## config.mk

```make
export PLATFORM = sky130hd
export DESIGN_NAME = xnp_outer_acc
export DESIGN_NICKNAME = d
export VERILOG_FILES = /design/src/rtl/xnp_pkg.sv /design/src/rtl/xnp_xnor_popcnt.sv /design/src/rtl/xnp_row_unit.sv /design/src/rtl/xnp_ctrl.sv /design/src/rtl/xnp_tile_store.sv /design/src/rtl/xnp_outer_acc.sv
export SDC_FILE = /design/constraint.sdc
export NUM_CORES = 1
export LEC_CHECK = 0
export BUFFER_PORTS_ARGS = -buffer_cell sky130_fd_sc_hd__buf_2
export CORE_AREA = 2 2 130 132
export CTS_BUF_LIST = sky130_fd_sc_hd__clkbuf_4
export CTS_CLUSTER_SIZE = 30
export DETAILED_ROUTE_END_ITERATION = 8
export DIE_AREA = 0 0 132 134
export SETUP_SLACK_MARGIN = 0.15
export SLEW_MARGIN = 5
export SYNTH_ARGS = -nofsm -noshare
export SYNTH_HDL_FRONTEND = slang
export SYNTH_SLANG_ARGS = --single-unit
```

## constraint.sdc

```tcl
create_clock -name clk -period 1.3 [get_ports clk]
set_clock_uncertainty 0.05 [all_clocks]
set_input_delay 0.065 -clock clk [delete_from_list [all_inputs] [get_ports clk]]
set_output_delay 0.065 -clock clk [all_outputs]
set_load 0.01 [all_outputs]
```

## src/rtl/xnp_pkg.sv

```systemverilog
package xnp_pkg;
  localparam int EW = 32;
  localparam int CW = $clog2(EW + 1);
  localparam int PRED_STRIDE = EW / 8;

  typedef enum logic {
    ST_IDLE = 1'b0,
    ST_RUN  = 1'b1
  } xnp_state_e;
endpackage

```

## src/rtl/xnp_xnor_popcnt.sv

```systemverilog
module xnp_xnor_popcnt #(
  parameter int EW = 32,
  parameter int CW = $clog2(EW + 1)
) (
  input  logic [EW-1:0] op_a,
  input  logic [EW-1:0] op_b,
  output logic [CW-1:0] ones
);
  logic [EW-1:0] agree;
  assign agree = ~(op_a ^ op_b);

  always_comb begin
    ones = '0;
    for (int i = 0; i < EW; i++) begin
      ones = ones + CW'(agree[i]);
    end
  end
endmodule

```

## src/rtl/xnp_row_unit.sv

```systemverilog
module xnp_row_unit #(
  parameter int EW  = 32,
  parameter int DIM = 4
) (
  input  logic              en,
  input  logic              row_act,
  input  logic [DIM-1:0]    col_act,
  input  logic [EW-1:0]     row_elem,
  input  logic [DIM*EW-1:0] col_elems,
  input  logic [DIM*EW-1:0] old_row,
  output logic [DIM*EW-1:0] new_row,
  output logic [DIM-1:0]    lane_we
);
  localparam int CW = $clog2(EW + 1);

  for (genvar c = 0; c < DIM; c++) begin : g_lane
    logic [CW-1:0] cnt;
    xnp_xnor_popcnt #(.EW(EW), .CW(CW)) u_pc (
      .op_a (row_elem),
      .op_b (col_elems[c*EW +: EW]),
      .ones (cnt)
    );
    assign new_row[c*EW +: EW] = old_row[c*EW +: EW] + EW'(cnt);
    assign lane_we[c] = en & row_act & col_act[c];
  end
endmodule

```

## src/rtl/xnp_ctrl.sv

```systemverilog
module xnp_ctrl #(
  parameter int DIM = 4,
  parameter int RW  = $clog2(DIM)
) (
  input  logic          clk,
  input  logic          rst_n,
  input  logic          in_valid,
  output logic          in_ready,
  output logic          accept,
  output logic          busy,
  output logic [RW-1:0] row_idx,
  output logic          done
);
  import xnp_pkg::*;

  xnp_state_e state_q;
  logic [RW-1:0] row_q;
  logic done_q;

  assign in_ready = (state_q == ST_IDLE);
  assign busy     = (state_q == ST_RUN);
  assign accept   = in_valid & in_ready;
  assign row_idx  = row_q;
  assign done     = done_q;

  always_ff @(posedge clk or negedge rst_n) begin
    if (!rst_n) begin
      state_q <= ST_IDLE;
      row_q   <= '0;
      done_q  <= 1'b0;
    end else begin
      done_q <= 1'b0;
      unique case (state_q)
        ST_IDLE: begin
          if (accept) begin
            state_q <= ST_RUN;
            row_q   <= '0;
          end
        end
        ST_RUN: begin
          if (row_q == RW'(DIM - 1)) begin
            state_q <= ST_IDLE;
            row_q   <= '0;
            done_q  <= 1'b1;
          end else begin
            row_q <= row_q + 1'b1;
          end
        end
        default: state_q <= ST_IDLE;
      endcase
    end
  end
endmodule

```

## src/rtl/xnp_tile_store.sv

```systemverilog
module xnp_tile_store #(
  parameter int EW    = 32,
  parameter int DIM   = 4,
  parameter int NTILE = 4,
  parameter int TW    = $clog2(NTILE),
  parameter int RW    = $clog2(DIM)
) (
  input  logic              clk,
  input  logic              rst_n,
  input  logic [TW-1:0]     wr_tile,
  input  logic [RW-1:0]     wr_row,
  input  logic [DIM-1:0]    wr_en,
  input  logic [DIM*EW-1:0] wr_data,
  output logic [DIM*EW-1:0] cur_row,
  input  logic [TW-1:0]     rb_tile,
  input  logic [RW-1:0]     rb_row,
  input  logic [RW-1:0]     rb_col,
  output logic [EW-1:0]     rb_data
);
  logic [EW-1:0] mem [NTILE][DIM][DIM];

  for (genvar c = 0; c < DIM; c++) begin : g_col
    assign cur_row[c*EW +: EW] = mem[wr_tile][wr_row][c];

    always_ff @(posedge clk or negedge rst_n) begin
      if (!rst_n) begin
        for (int t = 0; t < NTILE; t++) begin
          for (int r = 0; r < DIM; r++) begin
            mem[t][r][c] <= '0;
          end
        end
      end else if (wr_en[c]) begin
        mem[wr_tile][wr_row][c] <= wr_data[c*EW +: EW];
      end
    end
  end

  assign rb_data = mem[rb_tile][rb_row][rb_col];
endmodule

```

## src/rtl/xnp_outer_acc.sv

```systemverilog
module xnp_outer_acc #(
  parameter int VL    = 128,
  parameter int NTILE = 4,
  localparam int EW   = xnp_pkg::EW,
  localparam int DIM  = VL / EW,
  localparam int PL   = VL / 8,
  localparam int TW   = $clog2(NTILE),
  localparam int RW   = $clog2(DIM),
  localparam int IW   = 2 * RW
) (
  input  logic          clk,
  input  logic          rst_n,
  input  logic          in_valid,
  output logic          in_ready,
  input  logic [TW-1:0] in_tile,
  input  logic [VL-1:0] row_vec,
  input  logic [VL-1:0] col_vec,
  input  logic [PL-1:0] row_pred,
  input  logic [PL-1:0] col_pred,
  output logic          done,
  input  logic [TW-1:0] rd_tile,
  input  logic [IW-1:0] rd_idx,
  output logic [EW-1:0] rd_data
);
  import xnp_pkg::*;

  logic          accept;
  logic          busy;
  logic [RW-1:0] row_idx;

  logic [DIM-1:0] ract_d, cact_d;
  logic [DIM-1:0] ract_q, cact_q;
  logic [VL-1:0]  a_q, b_q;
  logic [TW-1:0]  tile_q;

  logic [DIM*EW-1:0] row_old, row_new;
  logic [DIM-1:0]    row_we;

  for (genvar i = 0; i < DIM; i++) begin : g_pred
    assign ract_d[i] = row_pred[i*PRED_STRIDE];
    assign cact_d[i] = col_pred[i*PRED_STRIDE];
  end

  logic unused_pred_bits;
  assign unused_pred_bits = ^{row_pred, col_pred};

  xnp_ctrl #(.DIM(DIM), .RW(RW)) u_ctrl (
    .clk      (clk),
    .rst_n    (rst_n),
    .in_valid (in_valid),
    .in_ready (in_ready),
    .accept   (accept),
    .busy     (busy),
    .row_idx  (row_idx),
    .done     (done)
  );

  always_ff @(posedge clk or negedge rst_n) begin
    if (!rst_n) begin
      a_q    <= '0;
      b_q    <= '0;
      ract_q <= '0;
      cact_q <= '0;
      tile_q <= '0;
    end else if (accept) begin
      a_q    <= row_vec;
      b_q    <= col_vec;
      ract_q <= ract_d;
      cact_q <= cact_d;
      tile_q <= in_tile;
    end
  end

  xnp_row_unit #(.EW(EW), .DIM(DIM)) u_row (
    .en        (busy),
    .row_act   (ract_q[row_idx]),
    .col_act   (cact_q),
    .row_elem  (a_q[row_idx*EW +: EW]),
    .col_elems (b_q),
    .old_row   (row_old),
    .new_row   (row_new),
    .lane_we   (row_we)
  );

  xnp_tile_store #(.EW(EW), .DIM(DIM), .NTILE(NTILE), .TW(TW), .RW(RW)) u_store (
    .clk     (clk),
    .rst_n   (rst_n),
    .wr_tile (tile_q),
    .wr_row  (row_idx),
    .wr_en   (row_we),
    .wr_data (row_new),
    .cur_row (row_old),
    .rb_tile (rd_tile),
    .rb_row  (rd_idx[IW-1:RW]),
    .rb_col  (rd_idx[RW-1:0]),
    .rb_data (rd_data)
  );
endmodule

```

# After elaboration in Yosys (flattened, before gate mapping)
# Cells that the tools add are included.
# totals
ff_bits	8462
in_bits	299
elab_cells	475
out_inout_bits	34
# op_classes
shifts	1
bitwise	20
addsub	129
mux	45
eq_ne	2
n_reduce_logical	6
n_lt_le_gt_ge	8
# ops
op	n
2048-bit bitwise mux	4
512-bit demux with 2-bit select	4
512-bit 2-to-1 mux	8
512-bit binary-select mux with 2-bit select	2
128-bit demux with 2-bit select	4
128-bit 2-to-1 mux	5
6-bit by 1-bit adder with 6-bit output	104
128-bit binary-select mux with 2-bit select	2
32-bit by 6-bit adder with 32-bit output	4
32-bit NOT	4
128-bit by 8-bit variable part select with 32-bit output	1
32-bit bitwise XOR	4
32-bit 2-to-1 mux	3
96-bit 2-to-1 mux	1
32-bit binary-select mux with 2-bit select	1
64-bit 2-to-1 mux	1
5-bit by 1-bit adder with 6-bit output	4
4-bit by 1-bit adder with 5-bit output	4
3-bit by 1-bit adder with 4-bit output	4
3-bit >= comparator (second input constant)	5
2-bit NOT with 3-bit output	5
2-bit by 1-bit adder with 3-bit output	4
1-bit by 1-bit adder with 2-bit output	4
2-bit AND reduction	4
other kinds (13)	25

# Depth between registers and ports, before layout
# Gate-level depths: netlist (run 1).
# depth
ltp_word	36
depth_mapped	3
depth_no_buf	3

# Cells and area by module
# A second synthesis (run 1) with hierarchy kept.
# hier_totals
hier_cells	1665
hier_area_um2	19947.9
# modules_own_cells
mod	seq_area_each_um2	area_per_inst_um2	n_inst	cells_per_inst
xnp_outer_acc	6656.4	10815.4	1	603
xnp_xnor_popcnt	0.0	1134.8	4	113
xnp_row_unit	0.0	3221.8	1	435
xnp_tile_store	0.0	1204.9	1	161
xnp_ctrl	100.1	166.4	1	14

# Worst setup path before layout (run 1)
# No wires, ideal clock.
# synth_timing
path_type	reg2reg
start	register u_ctrl.state_q, in the netlist u_ctrl.busy
end	register u_ctrl.row_q[0], in the netlist u_ctrl.row_idx[0]
period_less_slack_ps	953
t_arrival_ps	807
required_time_ps	1155
path_stages_with_launch	3
setup_slack_ps	347
setup_ps	95
path_buffers	0
cell_sequence	dfrtp_1 or3b_1 o31ai_1
# synth_via
elab_chain_cells	3
word_cells_on_any_way	4
classes_between	eq/ne: 1; mux: 1; bitwise: 2
# synth_rtl
item	line	source
from (decl)	xnp_ctrl.sv:16	xnp_state_e state_q;
from (signal assigned)	xnp_ctrl.sv:28	state_q <= ST_IDLE;
from (signal assigned)	xnp_ctrl.sv:36	state_q <= ST_RUN;
from (signal assigned)	xnp_ctrl.sv:42	state_q <= ST_IDLE;
1-bit NOT	xnp_ctrl.sv:20, xnp_ctrl.sv:33	
1-bit AND	xnp_ctrl.sv:22	assign accept = in_valid & in_ready;
2-bit inequality test (no source line)	-	
to (signal assigned)	xnp_ctrl.sv:46	row_q <= row_q + 1'b1;
to (decl)	xnp_ctrl.sv:17	logic [RW-1:0] row_q;
# Parallel ways exist; a longest one is shown, timed or not.
# A chain may end at the register's enable or synchronous reset.

# Final worst setup path (run 1)
# layout_timing
start	register u_ctrl.state_q, in the netlist u_ctrl.busy
end	output port in_ready
# layout_via
elab_chain_cells	1
# layout_rtl
item	line	source
1-bit NOT	xnp_ctrl.sv:20	assign in_ready = (state_q == ST_IDLE);
to (decl)	xnp_outer_acc.sv:14	output logic in_ready,
# No other way between the ends.

==> results.md, run 1 <==
* Layout cells sized above 1 at 12.96%
* Fin nets at 356
* Fin Setup TNS at 0 ns
* Post-route antenna net violation count at 0
* PortBufs at 4
* Grt met3 use at 0.8314%
* Hold Vio Cnt, Final at 0
* Global Route Usage Sum at 0.5920%
* DRC violations left at 0
* CTS Buf Count at 3
* Root Driver: clkbuf_4
* Pin count of the biggest net entering global routing at 7
* Worst Hold Class: input port to flop
* Finished Layout Cells at 275
* Worst skew pair latency at 0.24 ns
* First-pass DRT Iterations at 3
* Clock slew seen by the registers of the worst setup and hold paths at 0.03 ns
* Mapped Area at 409.1 µm²
* CTS tree: built
* Met1 usage at 0.5935%
* Syn Area/Cell at 8.705 µm²
* Max_cap viols at 0
* Power per standard cell area at 936.2 nW/µm²
* Cells after synthesis at 47
* Max Buffers Root-to-Sink at 2
* Total wire length at 535 µm
* Initial antenna violation count at 1
* Die ar. at 17690 µm²
* Critical Path RT at 1.19 ns
* Filler Cells Inserted at 1953
* Placed wire-length estimate at 440.9 µm
* Fin crit share at 76.43%
* Slowest stage delay, CP at 0.40 ns
* Max H-tree Level at 1
* Crit path DAT at 0.88 ns
* Fin util at 3.779%
* Post-CTS setup buffers at 0
* Layer with the highest usage: met3
* Vias per Instance at 0.7818
* # IOs at 333
* P_leak at 0.0002195 µW
* Placed instance count at 270
* Worst-path fanout max at 6
* RSZ-0062 raised after global routing: no
* Die width at 132 µm
* Crit path launch type: flop
* Fmax at 1.006 GHz
* # setup viols final at 0
* Area delta synth->final at 50.46%
* Most common cell after layout, fill and taps aside: conb_1
* Most frequent cells in the layout: conb_1 (32), buf_2 (4), dfrtp_1 (4), clkbuf_4 (3)
* Peak VDD IR at 0.3894 mV
* Worst setup EP type: output pin
* Synth Register Bits at 4
* WHS at 0.01239 ns
* Resized Gates After CTS at 0
* Total power at 576.3 µW
* Vert. Die Dim at 134 µm
* # rows at 47
* Status: finished clean
* Met2 usage at 0.5787%
* Initial DRC count at 2
* Pins Over Slew Limit at 0
* Synth unique cells at 11
* Gr ovfl total at 0
* Core Area at 16290 µm²
* Clock Sink Count at 4
* Vias at 215
* CP cell instances: inv_1 -> buf_2
* Initial core utilization at 2.512%
* YS warnings at 4096
* CP max stage cell: dfrtp_1
* Final RePlAce weighted congestion at 0.5807
* Post-synthesis sequential area ratio at 24.46%
* Number of global-route vias before repair at 142
* Tmin final at 0.9937 ns
* Avg WL per Cell at 1.945 µm
* Crit path kind: flop to output pin
* Global-route wire length before repair at 710 µm
-- logic make-up (layout without fill, tap and decap cells) --
family / after synthesis / count (layout) / synth area share (%)
compound gates: 3 / 3 / 4.282
buf+inv: 33 / 9 / 59.63
other cells: 1 / 33 / 0.9166
flops: 4 / 4 / 24.47
fa+ha+maj: 1 / 1 / 3.058
simple gates: 5 / 5 / 7.645
-- final timing paths --
kind | from | to | slack (ns) | cells after the start
max | u_ctrl.busy$_DFF_PN0_ | in_ready | 0.31 | 2
min | in_valid | u_ctrl.row_idx[1]$_DFFE_PN0P_ | 0.01 | 2
max reg2reg | u_ctrl.busy$_DFF_PN0_ | u_ctrl.row_idx[0]$_DFFE_PN0P_ | 0.31 | 2
min reg2reg | u_ctrl.row_idx[0]$_DFFE_PN0P_ | u_ctrl.row_idx[0]$_DFFE_PN0P_ | 0.43 | 1
max in group asynchronous | rst_n | u_ctrl.row_idx[1]$_DFFE_PN0P_ | 0.88 | 2
min in group asynchronous | rst_n | u_ctrl.row_idx[0]$_DFFE_PN0P_ | 0.18 | 2
-- metrics by stage --
step	setup slack (ns)	cell area [µm²]
floorplan	0.3475	525.5
global placement	0.3179	580.6
detailed placement	0.3096	580.6
CTS	0.2936	613.1
global route	0.2510	613.1
finish	0.3063	615.6
-- layout make-up --
cell class                 count  area [µm²]  area share [%]
inverter                       1       3.754          0.6098
antenna                        1       2.502          0.4065
multi-input combinational     41       181.4           29.47
clock buffer                   3       22.52           3.659
timing repair buffer           5       30.03           4.878
sequential                     4       100.1           16.26
tap                          220       275.3           44.72
-- where the power goes --
| part | switching, µW | internal [µW] | leakage, µW | total [µW] |
|---|---|---|---|---|
| Combinational | 120 | 80.2 | 0.000156 | 200 |
| Sequential | 35.0 | 181 | 0.0000493 | 216 |
| Clock | 56.9 | 104 | 0.0000138 | 161 |
| Total | 212 | 365 | 0.000219 | 576 |
-- cell usage after synthesis --
cell type,instances,share of area [%]
o31ai_1,1,1.8
buf_4,32,59
conb_1,1,0.92
nand2b_1,2,3.1
inv_1,1,0.92
ha_1,1,3.1
and2_1,1,1.5
dfrtp_1,4,24
or3b_1,1,2.1
o21ai_0,2,2.4
nand2_1,1,0.92
-- registers in the layout, summed over array words and instances (netlist names) --
signal	cells
u_ctrl.done	1
u_ctrl.busy	1
u_ctrl.row_idx	2
-- metal layers --
layer  part of all wire (%)  wire [µm]
met5                      0          0
met1                     38        204
met3                     30        159
met2                     32        172
met4                      0          0
-- worst max-delay path: cells and delay by family (launching register included) --
kind,cells,cell delay (ns)
flops,1,0.40
buf+inv,2,0.24
-- timing repair --
| item | 4_1_cts | 5_1_grt |
|---|---|---|
| hold buffers | 1 | 0 |
| endpoints found under the hold margin | 4 | 0 |
| endpoints found under the setup margin | 0 | 0 |
Power figures use the tool's default switching activity.
==> run 2, diff against run 1 <==
==> constraint.sdc (replaced) <==
create_clock -name clk -period 1 [get_ports clk]
set_clock_uncertainty 0.05 [all_clocks]
set_input_delay 0.05 -clock clk [delete_from_list [all_inputs] [get_ports clk]]
set_output_delay 0.05 -clock clk [all_outputs]
set_load 0.01 [all_outputs]
==> run 2 against run 1 <==
Net effect:
- power rose by 53%
- highest routed layer unchanged
- global-route usage hardly changed
- cell area is 6.9% higher
- die area is the same
==> results.md, run 2 (synthesis gave the netlist of run 1 again) <==
* DRC violations left at 0
* Die width at 132 µm
* Post-route antenna net violation count at 0
* Status: finished clean
* CP max stage cell: dfrtp_1
* Initial antenna violation count at 1
* Most common cell after layout, fill and taps aside: conb_1
* Worst-path fanout max at 5
* Pins Over Slew Limit at 0
* Number of global-route vias before repair at 153
* Most frequent cells in the layout: conb_1 (32), dfrtp_1 (4), clkbuf_4 (3), buf_2 (3)
* Fin nets at 358
* Filler Cells Inserted at 1957
* Clock power frac at 23.0%
* Initial DRC count at 3
* P_int at 557.8 µW
* Placed wire-length estimate at 476.7 µm
* Sw frac at 36.62%
* Vias at 232
* Critical Path Most Common Cell: buf_6
* Die ar. at 17690 µm²
* Root Driver: clkbuf_4
* Combinational power share at 43.5%
* Max_cap viols at 0
* Crit path launch: u_ctrl.busy$_DFF_PN0_
* Final RePlAce weighted congestion at 0.5991
* Peak VDD IR at 0.4871 mV
* Hold_sp: in_valid
* # rows at 47
* Clock Sink Count at 4
* Worst r2r dst: u_ctrl.row_idx[0]$_DFFE_PN0P_
* Layout cells sized above 1 at 17.86%
* Crit path DAT at 0.89 ns
* P_leak at 0.0002293 µW
* Clock slew seen by the registers of the worst setup and hold paths at 0.03 ns
* CTS tree: built
* Post-CTS setup buffers at 0
* Worst setup EP type: output pin
* Fin crit share at 98.75%
* Global-route wire length before repair at 731 µm
* # IOs at 333
* Area delta synth->final at 60.86%
* CP cell instances: buf_6 -> inv_4 -> buf_6
* Fin Setup TNS at 0 ns
* Tmin final at 0.9875 ns
* Vias per Instance at 0.8375
* Worst Hold Class: input port to flop
* Power per standard cell area at 1337 nW/µm²
* Crit path launch type: flop
* Gr ovfl total at 0
* Avg WL per Cell at 2.101 µm
* Max H-tree Level at 1
* Initial core utilization at 2.512%
* Crit path kind: flop to output pin
* Core Area at 16290 µm²
* Reg2reg start: u_ctrl.row_idx[0]$_DFFE_PN0P_
* R2r setup slk at 0.03 ns
* Largest register FFs at 2
* RSZ-0062 raised after global routing: yes
* Sw power at 322.3 µW
* Fmax at 1.013 GHz
* Global Route Usage Sum at 0.5920%
* Setup WS post-layout at 0.01254 ns
* Seq pwr share at 33.5%
* # setup viols final at 0
* Critical Path RT at 0.90 ns
* First-pass DRT Iterations at 2
* Vert. Die Dim at 134 µm
* R2R depth at 2
* Hold Vio Cnt, Final at 0
* Hold Path Cell Cnt at 3
* CTS Buf Count at 3
* Fin util at 4.040%
* Slowest stage delay, CP at 0.38 ns
* Total wire length at 582 µm
* PortBufs at 4
* Post-place setup slack at 0.06094 ns
* Max Buffers Root-to-Sink at 2
* Pin count of the biggest net entering global routing at 6
* Worst hold endpoint: u_ctrl.busy$_DFF_PN0_
* Worst skew pair latency at 0.24 ns
-- run 2: cell type report --
cell class | instances | area, µm² | area share [%]
multi-input cells | 41 | 193.9 | 29.47
clock buffers | 3 | 22.52 | 3.422
flip-flops and latches | 4 | 100.1 | 15.21
inverters | 1 | 6.256 | 0.9506
well taps | 220 | 275.3 | 41.83
repair buffers | 7 | 57.56 | 8.745
diodes | 1 | 2.502 | 0.3802
-- run 2: through the flow --
step | total power (µW) | hold WS [ns] | cell area [µm²] | std cells
global route | 963.4 | 0.05384 | 655.6 | 276
CTS | 859.2 | 0.02603 | 645.6 | 276
finish | 880.1 | 0.03537 | 658.1 | 277
detailed placement | 576.5 | -0.1813 | 588.1 | 271
global placement | 563.6 | -0.1881 | 588.1 | 271
floorplan | 564.8 | -0.2956 | 525.5 | 78
-- run 2: worst max path at each step --
stage	endpoint
after floorplan	u_ctrl.row_idx[0]$_DFFE_PN0P_
after global routing	in_ready
after global placement	u_ctrl.row_idx[1]$_DFFE_PN0P_
after CTS	in_ready
final	in_ready
after detailed placement	u_ctrl.row_idx[0]$_DFFE_PN0P_
-- run 2: repair_timing --
item,4_1_cts,5_1_grt
hold buffers,2,0
endpoints found under the setup margin,5,5
resized for setup,5,1
hold endpoints to repair,5,0
pin swaps,3,1
-- run 2: worst max-delay path, delay by kind of cell (launching register included) --
family | cells | cell delay (ns)
buffers and inverters | 3 | 0.27
flip-flops | 1 | 0.38
-- run 2: power groups by stage --
stage               Clock, µW  Combinational [µW]  Sequential, µW
finish                    202                 383             294
global route              229                 431             303
CTS                       211                 370             278
detailed placement          0                 303             273
global placement            0                 293             271
floorplan                   0                 283             282
-- run 2: routing by layer --
| layer | share of wire, % | GRT usage [%] | vias up | routed length (µm) |
|---|---|---|---|---|
| met4 | 0 | 0.1812 | 0 | 0 |
| met2 | 39 | 0.8102 | 27 | 229 |
| met3 | 27 | 0.8692 | 0 | 158 |
| met1 | 33 | 0.4563 | 103 | 194 |
| met5 | 0 | 0 | - | 0 |
| li1 | - | - | 102 | - |
==> run 3, diff against run 2 <==
--- a/config.mk
+++ b/config.mk
@@ -5,12 +5,12 @@
 export SDC_FILE = /design/constraint.sdc
 export NUM_CORES = 1
 export LEC_CHECK = 0
-export BUFFER_PORTS_ARGS = -buffer_cell sky130_fd_sc_hd__buf_2
-export CORE_AREA = 2 2 130 132
+export CORE_AREA = 2 2 128 130
 export CTS_BUF_LIST = sky130_fd_sc_hd__clkbuf_4
 export CTS_CLUSTER_SIZE = 30
 export DETAILED_ROUTE_END_ITERATION = 8
-export DIE_AREA = 0 0 132 134
+export DIE_AREA = 0 0 130 132
+export DONT_BUFFER_PORTS = 1
 export SETUP_SLACK_MARGIN = 0.15
 export SLEW_MARGIN = 5
 export SYNTH_ARGS = -nofsm -noshare
==> run 3 against run 2 <==
Net effect:
- the run now ends with negative hold slack left
- first-iteration DRC count fell by 100%
- flip-flop and latch count did not move
- register-to-register slack barely moved
- sequential share of layout area rose by 1.4 points
- via count fell by 5.6%
- core utilization fell by 0.20 points
- power fell by 12%
- cell area fell by 8.4%
- setup slack improved by 0.013 ns
- largest power group is now sequential cells
==> results.md, run 3 (synthesis gave the netlist of run 1 again) <==
* Status: complete, but fails checks
* Violations in the final reports: negative hold slack
* Core Area at 15710 µm²
* Finished Layout Cells at 267
* Initial DRC count at 0
* Placed wire-length estimate at 422.2 µm
* Pin count of the biggest net entering global routing at 5
* Final RePlAce weighted congestion at 0.5126
* Initial core utilization at 2.604%
* RSZ-0062 raised after global routing: yes
* Avg WL per Cell at 1.993 µm
* Largest register FFs at 2
* Total power at 773.8 µW
* Worst Hold Class: input port to flop
* Hold buffer count at cts at 1
* Critical Path RT at 1.09 ns
* Number of global-route vias before repair at 143
* Pins Over Slew Limit at 0
* P_leak at 0.0002064 µW
* Post-CTS setup buffers at 0
* Global-route wire length before repair at 607 µm
* Clock slew seen by the registers of the worst setup and hold paths at 0.04 ns
* Max_cap viols at 0
* PortBufs at 0
* Die width at 130 µm
* DP Area at 563.0 µm²
* Hold Vio Cnt, Final at 3
* Crit path launch type: flop
* Power per standard cell area at 1283 nW/µm²
* Met1 usage at 0.3666%
* Crit path kind: flop to flop
* Clock Sink Count at 4
* Post-route cell area at 603.1 µm²
* Hold_sp: in_valid
* Filler Cells Inserted at 1870
* Fin util at 3.838%
* # setup viols final at 0
* Worst setup EP type: flop
* WHS at -0.1433 ns
* Worst skew pair latency at 0.24 ns
* Peak VDD IR at 0.5020 mV
* Initial antenna violation count at 0
* Reg2reg start: u_ctrl.busy$_DFF_PN0_
* # IOs at 333
* Die ar. at 17160 µm²
* R2R depth at 2
* Tmin final at 0.9741 ns
* Layer with the highest usage: met2
* Post-route antenna net violation count at 0
* Max H-tree Level at 1
* R2r setup slk at 0.03 ns
* DRC violations left at 0
* Vias at 219
* Most frequent cells in the layout: conb_1 (32), dfrtp_1 (4), clkbuf_4 (3), nand2b_1 (2)
* Vert. Die Dim at 132 µm
* Global Route Usage Sum at 0.5496%
* Fmax at 1.027 GHz
* Setup WS post-layout at 0.02595 ns
* Area delta synth->final at 47.40%
* # rows at 46
* Grt met3 use at 0.5276%
* Met2 usage at 0.7563%
* Max Buffers Root-to-Sink at 2
* Total wire length at 532 µm
* Most common cell after layout, fill and taps aside: conb_1
* Worst r2r dst: u_ctrl.row_idx[0]$_DFFE_PN0P_
* First-pass DRT Iterations at 1
* Crit path DAT at 1.07 ns
* Placed instance count at 263
* CTS tree: built
* Fin nets at 353
* Worst hold endpoint: u_ctrl.row_idx[1]$_DFFE_PN0P_
* CTS Buf Count at 3
* # diodes at 0
* Layout cells sized above 1 at 11.76%
* Gr ovfl total at 0
* Root Driver: clkbuf_4
* Post-place setup slack at 0.04787 ns
* Hold Path Cell Cnt at 1
* Vias per Instance at 0.8202
* Worst-path fanout max at 3
* Fin crit share at 97.41%
run 3: cell count changes in the layout (fill, tap and decap cells not counted), sizes merged:
cell	before	now
buf	5	1
dlygate4sd3	2	1
diode	1	0
run 3: area by class of cell:
type	count	area, µm²	share of cell area [%]
sequential	4	100.1	16.60
timing repair buffer	2	17.52	2.905
tap	216	270.3	44.81
multi-input combinational	41	188.9	31.33
clock buffer	3	22.52	3.734
inverter	1	3.754	0.6224
run 3: metal layers:
metal / up-vias / wire length (µm)
li1: 90 / -
met1: 90 / 139
met2: 34 / 225
met3: 5 / 144
met4: 0 / 23
met5: - / 0
run 3: stage by stage:
stage | setup TNS [ns] | hold slack [ns]
floorplan | 0 | -0.2956
global placement | 0 | -0.2949
detailed placement | 0 | -0.2949
CTS | 0 | -0.1516
global route | -0.02309 | -0.1522
finish | 0 | -0.1433
run 3: repair_timing:
action,4_1_cts,5_1_grt
hold endpoints to repair,7,3
pin swaps,1,0
endpoints found under the setup margin,5,5
gates resized for setup,1,1
run 3: power by group:
group | switching [µW] | total, µW | internal (µW) | leakage [µW]
clock | 71.3 | 206 | 135 | 0.0000138
sequential | 51.1 | 287 | 236 | 0.0000493
combinational | 162 | 281 | 119 | 0.000143
total | 284 | 774 | 490 | 0.000206
run 3: worst max-delay path, stage by stage, from the launching register on:
cell and delay, ns:
dfrtp_1 0.38, or3b_1 0.37, o31ai_2 0.07
run 3: worst max-delay path by stage:
stage / cells after the start / slack [ns] / start / to
2_1_floorplan: 2 / 0.07 / u_ctrl.busy$_DFF_PN0_ / u_ctrl.row_idx[0]$_DFFE_PN0P_
3_3_place_gp: 2 / 0.05 / u_ctrl.row_idx[1]$_DFFE_PN0P_ / u_ctrl.row_idx[0]$_DFFE_PN0P_
3_5_place_dp: 2 / 0.05 / u_ctrl.busy$_DFF_PN0_ / u_ctrl.row_idx[0]$_DFFE_PN0P_
4_1_cts: 2 / 0.04 / u_ctrl.busy$_DFF_PN0_ / u_ctrl.row_idx[0]$_DFFE_PN0P_
5_1_grt: 2 / -0.02 / u_ctrl.busy$_DFF_PN0_ / u_ctrl.row_idx[0]$_DFFE_PN0P_
6_report: 2 / 0.03 / u_ctrl.busy$_DFF_PN0_ / u_ctrl.row_idx[0]$_DFFE_PN0P_
